**config.mk**
```make
export PLATFORM = sky130hd
export DESIGN_NAME = serial_bank_ctrl
export DESIGN_NICKNAME = d
export VERILOG_FILES = /design/src/rtl/sbc_pkg.sv /design/src/rtl/sbc_loader.sv /design/src/rtl/sbc_reg_file.sv /design/src/rtl/sbc_prg_map.sv /design/src/rtl/serial_bank_ctrl.sv
export SDC_FILE = /design/constraint.sdc
export NUM_CORES = 1
export LEC_CHECK = 0
export BUFFER_PORTS_ARGS = -buffer_cell sky130_fd_sc_hd__buf_2
export CAP_MARGIN = 5
export CORE_MARGIN = 8
export CORE_UTILIZATION = 45
export CTS_BUF_LIST = sky130_fd_sc_hd__clkbuf_16
export DETAILED_ROUTE_END_ITERATION = 8
export PLACE_DENSITY = 0.81
export SLEW_MARGIN = 25
export SYNTH_ARGS = -nofsm -noshare
export SYNTH_HDL_FRONTEND = slang
export SYNTH_HIERARCHICAL = 1
export SYNTH_SLANG_ARGS = --single-unit
export TNS_END_PERCENT = 30
```
**constraint.sdc**
```tcl
create_clock -name clk_i -period 2.7 [get_ports clk_i]
set_input_delay 0.135 -clock clk_i [delete_from_list [all_inputs] [get_ports clk_i]]
set_output_delay 0.135 -clock clk_i [all_outputs]
set_load 0.05 [all_outputs]
```
**src/rtl/sbc_pkg.sv**
```systemverilog
package sbc_pkg;
  localparam int SHIFT_W = 5;
  localparam int CNT_W   = $clog2(SHIFT_W);

  typedef enum logic [1:0] {
    SEL_CTRL   = 2'b00,
    SEL_CHR_LO = 2'b01,
    SEL_CHR_HI = 2'b10,
    SEL_PRG    = 2'b11
  } reg_sel_e;

  localparam logic [SHIFT_W-1:0] CTRL_RESET = 5'b01100;
endpackage

```
**src/rtl/sbc_loader.sv**
```systemverilog
module sbc_loader
  import sbc_pkg::*;
#(
  parameter int ADDR_W = 16,
  parameter int DATA_W = 8
) (
  input  logic               clk_i,
  input  logic               rst_ni,
  input  logic               wr_en_i,
  input  logic [ADDR_W-1:0]  addr_i,
  input  logic [DATA_W-1:0]  data_i,
  output logic               commit_o,
  output reg_sel_e           sel_o,
  output logic [SHIFT_W-1:0] value_o
);
  localparam logic [CNT_W-1:0] LAST_CNT = CNT_W'(SHIFT_W - 1);

  logic [SHIFT_W-1:0] shreg_q;
  logic [CNT_W-1:0]   cnt_q;
  logic               hit, clr, shifted_in;

  assign hit        = wr_en_i && addr_i[ADDR_W-1];
  assign clr        = data_i[DATA_W-1];
  assign shifted_in = data_i[0];
  assign value_o    = {shifted_in, shreg_q[SHIFT_W-1:1]};
  assign commit_o   = hit && !clr && (cnt_q == LAST_CNT);
  assign sel_o      = reg_sel_e'(addr_i[ADDR_W-2:ADDR_W-3]);

  always_ff @(posedge clk_i or negedge rst_ni) begin
    if (!rst_ni) begin
      shreg_q <= '0;
      cnt_q   <= '0;
    end else if (hit) begin
      if (clr || cnt_q == LAST_CNT) begin
        shreg_q <= '0;
        cnt_q   <= '0;
      end else begin
        shreg_q <= value_o;
        cnt_q   <= cnt_q + 1'b1;
      end
    end
  end

  assert_cnt_bound_R4: assert property (@(posedge clk_i) disable iff (!rst_ni)
    cnt_q <= LAST_CNT);
  assert_clear_on_bit7_R3: assert property (@(posedge clk_i) disable iff (!rst_ni)
    (hit && clr) |=> (cnt_q == '0 && shreg_q == '0));
  assert_ignore_other_R2: assert property (@(posedge clk_i) disable iff (!rst_ni)
    !hit |=> ($stable(cnt_q) && $stable(shreg_q)));
  assert_empty_after_commit_R12: assert property (@(posedge clk_i) disable iff (!rst_ni)
    commit_o |=> (cnt_q == '0));
endmodule

```
**src/rtl/sbc_reg_file.sv**
```systemverilog
module sbc_reg_file
  import sbc_pkg::*;
#(
  parameter int BANK_W = 4,
  parameter int CHR_W  = 5
) (
  input  logic               clk_i,
  input  logic               rst_ni,
  input  logic               commit_i,
  input  reg_sel_e           sel_i,
  input  logic [SHIFT_W-1:0] value_i,
  output logic [SHIFT_W-1:0] ctrl_o,
  output logic [CHR_W-1:0]   chr_lo_o,
  output logic [CHR_W-1:0]   chr_hi_o,
  output logic [BANK_W-1:0]  prg_o
);
  always_ff @(posedge clk_i or negedge rst_ni) begin
    if (!rst_ni) begin
      ctrl_o   <= CTRL_RESET;
      chr_lo_o <= '0;
      chr_hi_o <= '0;
      prg_o    <= '0;
    end else if (commit_i) begin
      unique case (sel_i)
        SEL_CTRL:   ctrl_o   <= value_i;
        SEL_CHR_LO: chr_lo_o <= CHR_W'(value_i);
        SEL_CHR_HI: chr_hi_o <= CHR_W'(value_i);
        SEL_PRG:    prg_o    <= value_i[BANK_W-1:0];
      endcase
    end
  end

  assert_ctrl_hold_R4: assert property (@(posedge clk_i) disable iff (!rst_ni)
    !commit_i |=> $stable(ctrl_o));
  assert_prg_hold_R9: assert property (@(posedge clk_i) disable iff (!rst_ni)
    (commit_i && sel_i != SEL_PRG) |=> $stable(prg_o));
endmodule

```
**src/rtl/sbc_prg_map.sv**
```systemverilog
module sbc_prg_map #(
  parameter int BANK_W = 4
) (
  input  logic              clk_i,
  input  logic              rst_ni,
  input  logic [1:0]        mode_i,
  input  logic [BANK_W-1:0] prg_i,
  input  logic [BANK_W-1:0] last_bank_i,
  output logic [BANK_W-1:0] lo_o,
  output logic [BANK_W-1:0] hi_o
);
  logic [BANK_W-1:0] pair_base;
  assign pair_base = {prg_i[BANK_W-1:1], 1'b0};

  always_comb begin
    unique casez (mode_i)
      2'b0?: begin
        lo_o = pair_base;
        hi_o = pair_base | BANK_W'(1);
      end
      2'b10: begin
        lo_o = '0;
        hi_o = prg_i;
      end
      default: begin
        lo_o = prg_i;
        hi_o = last_bank_i;
      end
    endcase
  end

  assert_pair_adjacent_R7: assert property (@(posedge clk_i) disable iff (!rst_ni)
    !mode_i[1] |-> (lo_o[0] == 1'b0 && hi_o == lo_o + 1'b1));
  assert_fixed_first_R5: assert property (@(posedge clk_i) disable iff (!rst_ni)
    (mode_i == 2'b10) |-> (lo_o == '0));
endmodule

```
**src/rtl/serial_bank_ctrl.sv**
```systemverilog
module serial_bank_ctrl
  import sbc_pkg::*;
#(
  parameter int ADDR_W = 16,
  parameter int DATA_W = 8,
  parameter int BANK_W = 4,
  parameter int CHR_W  = 5
) (
  input  logic              clk_i,
  input  logic              rst_ni,
  input  logic              wr_en_i,
  input  logic [ADDR_W-1:0] addr_i,
  input  logic [DATA_W-1:0] data_i,
  input  logic [BANK_W-1:0] last_bank_i,
  output logic [BANK_W-1:0] prg_lo_bank_o,
  output logic [BANK_W-1:0] prg_hi_bank_o,
  output logic [1:0]        mirror_o,
  output logic              chr_mode_o,
  output logic [CHR_W-1:0]  chr_lo_bank_o,
  output logic [CHR_W-1:0]  chr_hi_bank_o
);
  logic               commit;
  reg_sel_e           sel;
  logic [SHIFT_W-1:0] value, ctrl;
  logic [BANK_W-1:0]  prg;

  sbc_loader #(.ADDR_W(ADDR_W), .DATA_W(DATA_W)) u_loader (
    .clk_i, .rst_ni, .wr_en_i, .addr_i, .data_i,
    .commit_o(commit), .sel_o(sel), .value_o(value)
  );

  sbc_reg_file #(.BANK_W(BANK_W), .CHR_W(CHR_W)) u_regs (
    .clk_i, .rst_ni, .commit_i(commit), .sel_i(sel), .value_i(value),
    .ctrl_o(ctrl), .chr_lo_o(chr_lo_bank_o), .chr_hi_o(chr_hi_bank_o), .prg_o(prg)
  );

  sbc_prg_map #(.BANK_W(BANK_W)) u_map (
    .clk_i, .rst_ni, .mode_i(ctrl[3:2]), .prg_i(prg), .last_bank_i,
    .lo_o(prg_lo_bank_o), .hi_o(prg_hi_bank_o)
  );

  assign mirror_o   = ctrl[1:0];
  assign chr_mode_o = ctrl[4];

  assert_prg_commit_R8: assert property (@(posedge clk_i) disable iff (!rst_ni)
    (commit && sel == SEL_PRG && ctrl[3:2] == 2'b11)
      |=> (prg_lo_bank_o == $past(value[BANK_W-1:0])));
  assert_last_fixed_R6: assert property (@(posedge clk_i) disable iff (!rst_ni)
    (ctrl[3:2] == 2'b11) |-> (prg_hi_bank_o == last_bank_i));
endmodule

```
==> results.md, run 1 <==
* Hold Path Sink: u_regs/chr_lo_o[4]
* Setup TNS at 0 ns
* Tcrit/Tclk final at 0.742
* Synthesized area per cell at 13.5 µm²
* Fin nets at 156
* Total track usage at 0.116
* Die H at 68.0 µm
* CTS tree: yes
* CP Launch Type: register
* Clock Path Buffers at 2
* Final setup margin at 0.696 ns
* Crit path max fanout at 5
* Dominant cell type by area after synthesis: dfrtp_1
* Post-synth top cells: dfrtp_1, mux2_2, nand3_1
* DRC viols at 0
* Fin. Hold Viols at 0
* Post-synth ARST share at 1.00
* WP data arrival at 2.14 ns
* Post-CTS Setup Bufs at 0
* First-pass GRT wire length at 4110 µm
* TritonCTS Sinks at 26
* Total power at 990 µW
* Worst min path class: in2reg
* Hold_sp: data_i[0]
* Worst slew pin tran at 0.549 ns
* Status: finished, final reports clean
* Vias per inst at 5.37
* Clock transition at path regs at 0.06 ns
* Synth top area share at 0.493
* Vias in the first global route at 898
* Final Cell Area at 1500 µm²
* Top FF cell, synth: dfrtp_1
* Total grt overflow at 0
* Port buffer count at 32
* Critical path capture point type: register
* Synth warn at 6
* CTS Root Cell: clkbuf_16
* GR Layer Usage met1 at 0.127
* Synth Cell Area at 1220 µm²
* Peak VDD IR at 433 µV
* Mapped Cells at 90
* Final min period at 2.00 ns
* Fmax at 499 MHz
* Io pins at 52
* Post-CTS sizing at 0
* Clock latency on the worst-skew pair at 0.25 ns
* Origin of the critical flop-to-flop path: u_loader/cnt_q[0]
* Die X at 68.0 µm
* Grt peak-use layer: met2
* WS Path Type: reg2reg
* Met2 Track Usage GR at 0.203
* Yosys cell types at 25
* Met3 GRT Util at 0.0344
* Register bit count reported by yosys at 26
* Pre-antenna DRT Iters at 4
* Leakage power at 0.784 nW
* RR Endpoint: u_regs/ctrl_o[1]
* Final Wtd Congestion at 0.750
* Slew Limit Headroom at 0.634
* Initial antenna violation count at 0
* Max-Cap Viols at 0
* Iter 0 DRT Violations at 23
* Count leader, synth: dfrtp_1
* Die ar. at 4630 µm²
* # fillers at 225
* Initial Utilization at 0.457
* Core box area at 2660 µm²
* Top post-synthesis cells by area: dfrtp_1, mux2_2, dfstp_2
* Antenna fix cells at 0
* Reg2Reg Setup Slack at 0.70 ns
* Pre-CTS WS at 0.714 ns
* Area Overhead vs Synth at 23.1%
* Sequential-to-total area share from yosys stat at 0.536
* Hold Path Cell Cnt at 2
* Pwr/cell area at 660 nW/µm²
* DRT antenna net count at 0
* FF-to-FF path depth at 6
* Largest net degree at the start of global routing at 27
* Post-DP Area at 1380 µm²
* Setup Viol. Count Final at 0
* Htree depth at 1
* Share of layout cells above drive strength 1 at 0.541
* Post-Synthesis Net Count at 123
* Site Rows at 19
* WL final at 2520 µm
* WL/cell at 16.5 µm
* # hold bufs at CTS at 1
* WP data required at 2.84 ns
* Skew final at 0.00254 ns
* CTS buffer count at 3
* Routed via count at 821
* RSZ-0062 raised after global routing: false
* Post-synth EDFFs at 0
* Max Slew Vio Count at 0
==> critical path, stage by stage (launching register included) <==
cell and delay [ns]:
dfrtp_1 0.40, inv_1 0.06, ha_1 0.18, nand2_1 0.07, nor3_1 0.41, nor3b_4 0.39
mux2_2 0.37
==> layout make-up <==
cell class	instances	area, µm²	share of cell area
Tap cell	31	38.8	0.0259
Clock buffer	3	75.1	0.0501
Timing Repair Buffer	33	170	0.114
Clock inverter	1	30.0	0.0200
Sequential cell	26	653	0.436
Multi-Input combinational cell	57	524	0.350
Inverter	2	7.51	0.00501
==> registers in the layout, summed over array words and instances, names as in the netlist <==
name and cells:
u_regs/ctrl_o 5, u_regs/chr_hi_o 5, u_regs/chr_lo_o 5, u_loader/cnt_q 3, u_regs/prg_o 4, u_loader/shreg_q 4
==> logic make-up (layout without fill, tap and decap cells) <==
kind of cell / Yosys count / in the layout / share of synthesized area
mux: 23 / 23 / 0.221
buf+inv: 7 / 39 / 0.0329
simple gates: 22 / 22 / 0.119
fa+ha+maj: 2 / 2 / 0.0206
flops: 26 / 26 / 0.536
compound gates: 10 / 10 / 0.0699
==> power breakdown <==
| group | internal [mW] | switching, mW | leakage [nW] | total (mW) |
|---|---|---|---|---|
| Sequential | 0.415 | 0.0240 | 0.352 | 0.439 |
| Clock | 0.295 | 0.126 | 0.0511 | 0.421 |
| Combinational | 0.0489 | 0.0813 | 0.381 | 0.130 |
| Total | 0.758 | 0.232 | 0.784 | 0.990 |
==> metrics by stage <==
stage,hold slack (ns),cells,utilization
6_report,0.175,153,0.563
5_1_grt,0.183,153,0.563
4_1_cts,0.171,153,0.563
3_5_place_dp,0.155,148,0.520
3_3_place_gp,0.149,148,0.520
2_1_floorplan,-0.161,90,-
==> worst max-delay path by stage <==
stage                      start  depth (start not counted)               end
3_5_place_dp   u_loader/cnt_q[0]                          6  u_regs/ctrl_o[1]
6_report       u_loader/cnt_q[0]                          6  u_regs/ctrl_o[1]
2_1_floorplan  u_loader/cnt_q[0]                          6  u_regs/ctrl_o[0]
5_1_grt        u_loader/cnt_q[1]                          6  u_regs/ctrl_o[1]
3_3_place_gp   u_loader/cnt_q[0]                          6  u_regs/ctrl_o[4]
4_1_cts        u_loader/cnt_q[1]                          6  u_regs/ctrl_o[1]
==> layer usage <==
layer  up-vias  part of all wire
li1        386                 -
met1       398              0.39
met2        31              0.51
met3         6             0.089
met4         0             0.016
met5         -                 0
==> layout by cell type (no fill, tap or decap), drive strengths merged, types with 2 or more instances in the layout <==
cell type  netlist  final
dfrtp           24     24
ha               2      2
inv              2      2
dfstp            2      2
a21bo            2      2
and2             3      3
nand2            4      4
mux2            22     22
nand3b           3      3
o2bb2ai          5      5
nand3            6      6
buf              5     32
clkbuf           0      3
Power figures use the tool's default switching activity.
==> run 2, diff against run 1 <==
- CORE_UTILIZATION: 45 -> 42
- PLACE_DENSITY: 0.81 -> 0.8
- clock period: 2.7 -> 1.73 ns (I/O delays scaled with it)
==> run 2 against run 1 <==
Register-to-register slack worse by 0.67 ns; worst hold slack lost 0.049 ns; final cell count rose by 4.6%; power grew 62%; highest routed layer unchanged; largest cell class unchanged; via count rose by 1.8%.
==> results.md, run 2 (same netlist as run 1, synthesis figures left out) <==
* Skew final at 0.00594 ns
* Critical path buffer and inverter count at 1
* CTS tree: yes
* Total power at 1.60 mW
* CP Launch Type: register
* Fmax at 587 MHz
* Worst slew pin tran at 0.550 ns
* Max Slew Vio Count at 0
* FF-to-FF path depth at 6
* Leakage power at 0.840 nW
* Site Rows at 19
* Crit path max fanout at 5
* RR Endpoint: u_regs/ctrl_o[4]
* Total track usage at 0.109
* Status: finished, final reports clean
* CP Cell Sequence: inv_1 -> ha_4 -> nand2_4 -> nor3_4 -> nor3b_4 -> mux2_2
* Hpwl dp at 2010 µm
* Commonest non-fill, non-tap cell in the layout: buf_2
* CP peak stage delay at 0.39 ns
* First-pass GRT wire length at 4480 µm
* Multi-input logic area at 563 µm²
* WL/cell at 16.3 µm
* Area Overhead vs Synth at 30.9%
* CP max-delay cell: dfrtp_1
* Initial Utilization at 0.441
* Clock Path Buffers at 2
* Critical path capture point type: register
* FF/Latch Area at 653 µm²
* Die X at 69.8 µm
* TritonCTS Sinks at 26
* CTS buffer count at 3
* WP data arrival at 1.85 ns
* Antenna fix cells at 0
* Regs by FF count: u_regs/chr_hi_o (5), u_regs/chr_lo_o (5), u_regs/ctrl_o (5)
* Iter 0 DRT Violations at 19
* Fin. Hold Viols at 0
* Final Wtd Congestion at 0.722
* Reg2Reg Setup Slack at 0.03 ns
* Clock latency on the worst-skew pair at 0.26 ns
* Initial antenna violation count at 0
* Critical path's top delay family: simple AND/OR/NAND/NOR gates
* Setup Viol. Count Final at 0
* Die ar. at 4880 µm²
* Post-DP Area at 1430 µm²
* Pre-antenna DRT Iters at 4
* Routed via count at 836
* Worst min path class: in2reg
* # fillers at 233
* Final min period at 1.70 ns
* Final Cell Area at 1590 µm²
* Total grt overflow at 0
* CTS Root Cell: clkbuf_16
* Vias in the first global route at 918
* Hold Path Sink: u_regs/chr_lo_o[4]
* WS Path Type: reg2reg
* Fin nets at 163
* DRC viols at 0
* Slew Limit Headroom at 0.633
* Peak VDD IR at 605 µV
* Share of layout cells above drive strength 1 at 0.597
* Port buffer count at 32
* Max-Cap Viols at 0
* Hold_sp: data_i[0]
* RSZ-0062 raised after global routing: true
* Htree depth at 1
* Largest net degree at the start of global routing at 27
* Pwr/cell area at 1010 nW/µm²
* Hold Path Cell Cnt at 2
* Vias per inst at 5.23
* WP data required at 1.88 ns
* Die H at 69.8 µm
* Most frequent cells in the layout: buf_2, dfrtp_1, mux2_2
* Core box area at 2760 µm²
* Origin of the critical flop-to-flop path: u_loader/cnt_q[0]
* DRT antenna net count at 0
* Clock transition at path regs at 0.06 ns
* Io pins at 52
* Tcrit/Tclk final at 0.985
* WL final at 2610 µm
[run 2: what timing repair did]
item / 4_1_cts / 5_1_grt
buffers inserted: 0 / 1
hold endpoints to repair: 24 / 0
gates resized for setup: 1 / 9
pin swaps: 0 / 2
cloned: 0 / 0
hold buffers: 1 / 0
setup endpoints to repair: 19 / 19
[run 2: through the flow]
stage | setup WS [ns] | instances | setup TNS [ns] | hold slack, ns | utilization
CTS | 0.0104 | 159 | 0 | 0.133 | 0.562
detailed placement | -0.0806 | 154 | -0.945 | 0.111 | 0.518
finish | 0.0265 | 160 | 0 | 0.126 | 0.578
global placement | -0.00140 | 154 | -0.00140 | 0.101 | 0.518
global route | -0.0586 | 160 | -0.398 | 0.144 | 0.578
floorplan | 0.0229 | 90 | 0 | -0.209 | -
[run 2: area by class of cell]
cell class / count / share of cell area
clock inverter: 1 / 0.0188
inverter: 2 / 0.00471
sequential: 26 / 0.410
timing repair buffer: 40 / 0.142
multi-input combinational: 57 / 0.353
clock buffer: 3 / 0.0471
tap: 31 / 0.0243
[run 2: how the worst max path moves through the flow]
stage,start,endpoint,slack [ns],cells past startpoint
floorplan,u_loader/cnt_q[0],u_regs/ctrl_o[0],0.02,6
global placement,u_loader/cnt_q[0],u_regs/ctrl_o[4],-0.001,6
detailed placement,u_loader/cnt_q[0],u_regs/chr_lo_o[2],-0.08,7
CTS,u_loader/cnt_q[0],u_regs/chr_lo_o[2],0.01,7
global route,u_loader/cnt_q[0],u_regs/ctrl_o[0],-0.06,6
finish,u_loader/cnt_q[0],u_regs/ctrl_o[4],0.03,6
[run 2: per-layer routing]
metal	track usage	vias up	share of wire
met5	0	-	0
met4	0.0335	0	0.011
met3	0.0458	5	0.084
met2	0.175	26	0.49
met1	0.129	400	0.42
li1	-	405	-
[run 2: where the power goes]
group          switching (mW)  internal [mW]
logic                   0.146          0.114
registers              0.0392          0.647
clock network           0.198          0.460
total                   0.384           1.22
[run 2: worst reg2reg max path, stage by stage (launching register included)]
cell and delay [ns]:
dfrtp_1 0.39, inv_1 0.09, ha_4 0.15, nand2_4 0.05
nor3_4 0.20, nor3b_4 0.34, mux2_2 0.38
